**config.mk**
```make
export PLATFORM = sky130hd
export DESIGN_NAME = ahb_burst_seq
export DESIGN_NICKNAME = d
export VERILOG_FILES = /design/src/rtl/ahb_burst_seq.sv
export SDC_FILE = /design/constraint.sdc
export NUM_CORES = 1
export LEC_CHECK = 0
export BUFFER_PORTS_ARGS = -buffer_cell sky130_fd_sc_hd__buf_2
export CAP_MARGIN = 20
export CORE_MARGIN = 3
export CORE_UTILIZATION = 30
export CTS_BUF_LIST = sky130_fd_sc_hd__clkbuf_16
export DETAILED_ROUTE_END_ITERATION = 10
export PLACE_DENSITY_LB_ADDON = 0.08
export SLEW_MARGIN = 20
export SYNTH_ARGS = -nofsm -noshare
export SYNTH_HDL_FRONTEND = slang
export SYNTH_SLANG_ARGS = --single-unit
```
**constraint.sdc**
```tcl
create_clock -name clk -period 4.25 [get_ports clk]
set_clock_uncertainty 0.2 [all_clocks]
set_input_delay 0.425 -clock clk [delete_from_list [all_inputs] [get_ports clk]]
set_output_delay 0.425 -clock clk [all_outputs]
set_load 0.02 [all_outputs]
```
**src/rtl/ahb_burst_seq.sv**
```systemverilog
module ahb_burst_seq #(
  parameter int AW = 32,
  parameter int CW = 16
) (
  input  logic          clk,
  input  logic          rst_n,
  input  logic          start,
  input  logic [AW-1:0] start_addr,
  input  logic [CW-1:0] word_cnt,
  input  logic [3:0]    burst_code,
  input  logic          tail_single,
  input  logic          hready,
  output logic [1:0]    htrans,
  output logic [2:0]    hburst,
  output logic [AW-1:0] haddr,
  output logic          done
);
  localparam logic [1:0] T_IDLE = 2'b00, T_NSEQ = 2'b10, T_SEQ = 2'b11;
  localparam logic [2:0] B_SGL = 3'b000, B_INC = 3'b001;

  logic          active, first, tail_q;
  logic [3:0]    code_q;
  logic [CW-1:0] rem, left;
  logic [2:0]    hb;
  logic [AW-1:0] addr;

  function automatic logic [CW+2:0] pick(input logic [CW-1:0] n, input logic [3:0] code,
                                         input logic tl);
    logic [CW-1:0] fl;
    logic [2:0]    b;
    fl = '0;
    b  = B_SGL;
    case (code)
      4'b0001: return {B_INC, n};
      4'b0011: begin fl = CW'(4);  b = 3'b011; end
      4'b0101: begin fl = CW'(8);  b = 3'b101; end
      4'b0111: begin fl = CW'(16); b = 3'b111; end
      default: return {B_SGL, CW'(1)};
    endcase
    if (n >= fl) return {b, fl};
    if (tl)      return {B_SGL, CW'(1)};
    return {B_INC, n};
  endfunction

  assign htrans = !active ? T_IDLE : (first ? T_NSEQ : T_SEQ);
  assign hburst = hb;
  assign haddr  = addr;

  always_ff @(posedge clk or negedge rst_n) begin
    if (!rst_n) begin
      active <= 1'b0;
      first  <= 1'b0;
      tail_q <= 1'b0;
      code_q <= 4'b0000;
      rem    <= '0;
      left   <= '0;
      hb     <= B_SGL;
      addr   <= '0;
      done   <= 1'b0;
    end else begin
      done <= 1'b0;
      if (!active) begin
        if (start) begin
          if (word_cnt == '0) begin
            done <= 1'b1;
          end else begin
            active     <= 1'b1;
            first      <= 1'b1;
            addr       <= start_addr;
            rem        <= word_cnt;
            code_q     <= burst_code;
            tail_q     <= tail_single;
            {hb, left} <= pick(word_cnt, burst_code, tail_single);
          end
        end
      end else if (hready) begin
        addr <= addr + AW'(4);
        rem  <= rem - CW'(1);
        if (left == CW'(1)) begin
          first <= 1'b1;
          if (rem == CW'(1)) begin
            active <= 1'b0;
            done   <= 1'b1;
          end else begin
            {hb, left} <= pick(rem - CW'(1), code_q, tail_q);
          end
        end else begin
          left  <= left - CW'(1);
          first <= 1'b0;
        end
      end
    end
  end


  stall_hold_chk: assert property (@(posedge clk) disable iff (!rst_n)
    (htrans != T_IDLE && !hready) |=> ($stable(haddr) && $stable(htrans) && $stable(hburst)));


  addr_step_chk: assert property (@(posedge clk) disable iff (!rst_n)
    (htrans != T_IDLE && hready) |=> (htrans == T_IDLE || haddr == $past(haddr) + AW'(4)));


  done_pulse_chk: assert property (@(posedge clk) disable iff (!rst_n)
    done |=> !done);


  done_idle_chk: assert property (@(posedge clk) disable iff (!rst_n)
    done |-> htrans == T_IDLE);


  single_nonseq_chk: assert property (@(posedge clk) disable iff (!rst_n)
    (htrans != T_IDLE && hburst == B_SGL) |-> htrans == T_NSEQ);


  seq_same_burst_chk: assert property (@(posedge clk) disable iff (!rst_n)
    (htrans != T_IDLE && hready) |=> (htrans != T_SEQ || hburst == $past(hburst)));
endmodule

```
==> metrics.md <==
| Metric | Value |
|---|---|
| Most frequent cell after synthesis | `nand2_1` |
| Grt total ovfl | `0` |
| Final Critical Period | `between 3 and 4 ns` |
| P&R area growth vs syn | `17.6%` |
| Switching share of power | `0.420` |
| Yosys reg bits | `75` |
| Tcrit/Tclk final | `0.856` |
| Post-Syn Area | `5320 um2` |
| I/O Buffers | `94` |
| Clock transition at path regs | `about 0.06 ns` |
| Largest stage delay, worst path | `0.46 ns` |
| Synth Area in XOR/XNOR | `0.0345` |
| Final HPWL DP | `around 13 mm` |
| Clock power share | `0.246` |
| Hold_ws | `0.0727 ns` |
| Max-cap violations | `0` |
| Synth area leaders | `dfrtp_1, a21oi_1, nand2_1` |
| Async SR Flop Fraction | `1.00` |
| Commonest cells post-synth | `nand2_1, dfrtp_1, a21oi_1` |
| Wire per inst | `19.1 um` |
| Worst-Margin Slew | `between 0.9 and 1 ns` |
| Initial Util | `0.307` |
| Pwr dens | `536 nW/um2` |
| Setup TNS | `0 ns` |
| Vias in the first global route | `approximately 5.2k` |
| Core box area | `17400 um2` |
| Top-Level Pins | `95` |
| Crit end category | `flip-flop` |
| DRT Pass-1 Iters | `5` |
| Area leader, netlist | `dfrtp_1` |
| Crit path max-delay family | `simple AND/OR/NAND/NOR gates` |
| Netlist cell types | `66` |
| Post-CTS Setup Inserts | `0` |
| Slowest CP cell | `dfrtp_1` |
| Drt total wl | `18.3 mm` |
| Mux share of post-synthesis cell area | `0.0282` |
| Largest family of logic cells by synthesized area | `simple AND/OR/NAND/NOR gates` |
| Int Pwr | `1.95 mW` |
| Total number of vias | `5429` |
| Post-Synth Adder-Cell Area | `0.0259` |
| Comb pwr share | `0.382` |
| Slew Viols, Final | `0` |
| Die Footprint | `19400 um2` |
| Largest net degree at the start of global routing | `60` |
| Sink Count | `75` |
| Ant diodes | `0` |
| Unrepaired setup endpoints after global routing | `no` |
| Lkg Pwr | `between 2 and 3 nW` |
| Startpoint type of the worst setup path | `flip-flop` |
| Post-synthesis sequential area ratio | `0.353` |
| Final Hold Fails | `0` |
| CTS tree | `yes` |
| Layout cells sized above 1 | `0.191` |
| GP Congestion | `0.804` |
| Post-DR vias/cell | `5.67` |
| Maximum vdd drop | `0.244 mV` |
| Root Buffer | `clkbuf_16` |
| Total track usage | `0.186` |
| Die width | `139 um` |
| Buf+Inv Stages, Crit Path | `1` |
| Worst Path Max Fanout | `14` |
| Antenna viol nets, final | `0` |
| Clk Latency, worst-skew pair | `0.34 ns` |
| Simple-Gate Fraction of Synth Area | `0.258` |
| Die H | `139 um` |
| HP Class | `in -> reg` |
| Post-synth net total | `a little over 700` |
| Initial DRC Count | `461` |
| Fmax | `approximately 270 MHz` |
| WP data required | `4.29 ns` |
| Switching pwr | `1.41 mW` |
| Post-synth EDFFs | `0` |
| CTS Buf Count | `9` |
| CTS H-tree depth | `3` |
| Final setup viols | `0` |
| Top FF cell, synth | `dfrtp_1` |
| Sequential share of power | `0.372` |
| Max-slew headroom | `0.395` |
| Compound-Gate Fraction of Synth Area | `0.242` |
| Ys Warns | `0` |
| Global-route wire length before repair | `28.9 mm` |
| Initial antenna violation count | `0` |
| Util after Layout | `0.361` |
| # DRC | `0` |
| Yosys top cell area share | `0.353` |
| Synthesized netlist cell count | `653` |
| Nets | `796` |
| Clock buffer depth | `2` |
| Core Rows | `48` |
| Post_cts resized | `0` |
| Arr. time, crit path | `between 3 and 4 ns` |
| Status | `finished, final reports clean` |
| Crit path kind | `reg -> reg` |
| Syn Area/Cell | `8.15 um2` |
| Crit path cell chain | `inv_1 > ha_1 > nor3b_2 > xor2_1 > ha_1 > or4_1 > nor3_1 > nand4_1 > a2111oi_4 > a21o_4 > nand4_1 > a221oi_1` |
## cells in the final DEF, fill, tap and decap left out, drive strengths merged, types with 8 or more instances in the layout
cell type / Yosys / routed
buf: 8 / 108
nand2: 76 / 76
dfrtp: 75 / 75
a21oi: 63 / 63
o21ai: 49 / 49
nor2: 46 / 46
o22ai: 40 / 40
nand3: 37 / 37
nand4: 19 / 19
nor3: 18 / 18
inv: 13 / 15
and3: 15 / 15
mux2i: 15 / 15
xor2: 12 / 12
nor4: 12 / 12
ha: 11 / 11
xnor2: 9 / 9
clkbuf: 37 / 9
nor2b: 8 / 8
## cell families after synthesis
group,count (synthesis)
mux,15
flops,75
fa+ha+maj,11
xor+xnor,21
compound gates,206
buf+inv,58
simple gates,267
## worst min-delay path, stage by stage
cell,delay (ns)
buf_2,0.08
nand2_1,0.04
nand2_1,0.04
## repair_timing
action | in CTS | in global routing
endpoints found under the setup margin | 0 | 0
endpoints found under the hold margin | 48 | 0
hold buffers | 1 | 0
## metal layers
layer / global-route usage / part of all wire / vias up
met5: 0 / 0 / -
met2: 0.289 / 0.46 / 177
met3: 0.0271 / 0.050 / 17
met1: 0.269 / 0.47 / 2646
li1: - / - / 2589
met4: 0.0587 / 0.016 / 0
## path summary, 6_finish.rpt
| check | startpoint | endpoint | slack [ns] | cells past startpoint |
|---|---|---|---|---|
| worst max-delay path | rem[0] | left[12] | 0.61 | 12 |
| worst min-delay path | start_addr[1] | haddr[1] | 0.07 | 3 |
| worst max register to register | rem[0] | left[12] | 0.61 | 12 |
| worst min register to register | code_q[0] | code_q[0] | 0.27 | 2 |
| max in group asynchronous | rst_n | rem[12] | 2.47 | 3 |
| min in group asynchronous | rst_n | left[13] | 0.48 | 2 |
## power groups by stage
stage	logic, mW	clock network (mW)	registers [mW]
global placement	1.27	0	1.25
floorplan	0.956	0	1.22
CTS	1.29	0.852	1.24
detailed placement	1.28	0	1.25
global route	1.43	0.875	1.29
finish	1.28	0.826	1.25
## flip-flops by register name (all words and copies together) (netlist names)
signal,flops
first,1
active,1
haddr,32
tail_q,1
hburst,3
left,16
code_q,4
rem,16
done,1
## area by class of cell
| type | instances | area, um2 |
|---|---|---|
| Clock inverter | 7 | 85.1 |
| Inverter | 13 | 48.8 |
| Tap cell | 225 | 282 |
| Clock buffer | 9 | 225 |
| Sequential cell | 75 | 1880 |
| Multi-Input combinational cell | 520 | 3150 |
| Timing Repair Buffer | 109 | 588 |
| Fill cell | 1840 | 11100 |
## per-stage QoR
stage | cells | setup slack, ns | area [um2] | power (mW)
detailed placement | 941 | 0.643 | 5940 | 2.53
floorplan | 653 | 0.813 | 5320 | 2.17
global route | 958 | 0.375 | 6260 | 3.59
CTS | 958 | 0.623 | 6260 | 3.38
finish | 958 | 0.613 | 6260 | 3.35
global placement | 941 | 0.754 | 5940 | 2.52
No activity file was read; power rests on OpenSTA's default activity.
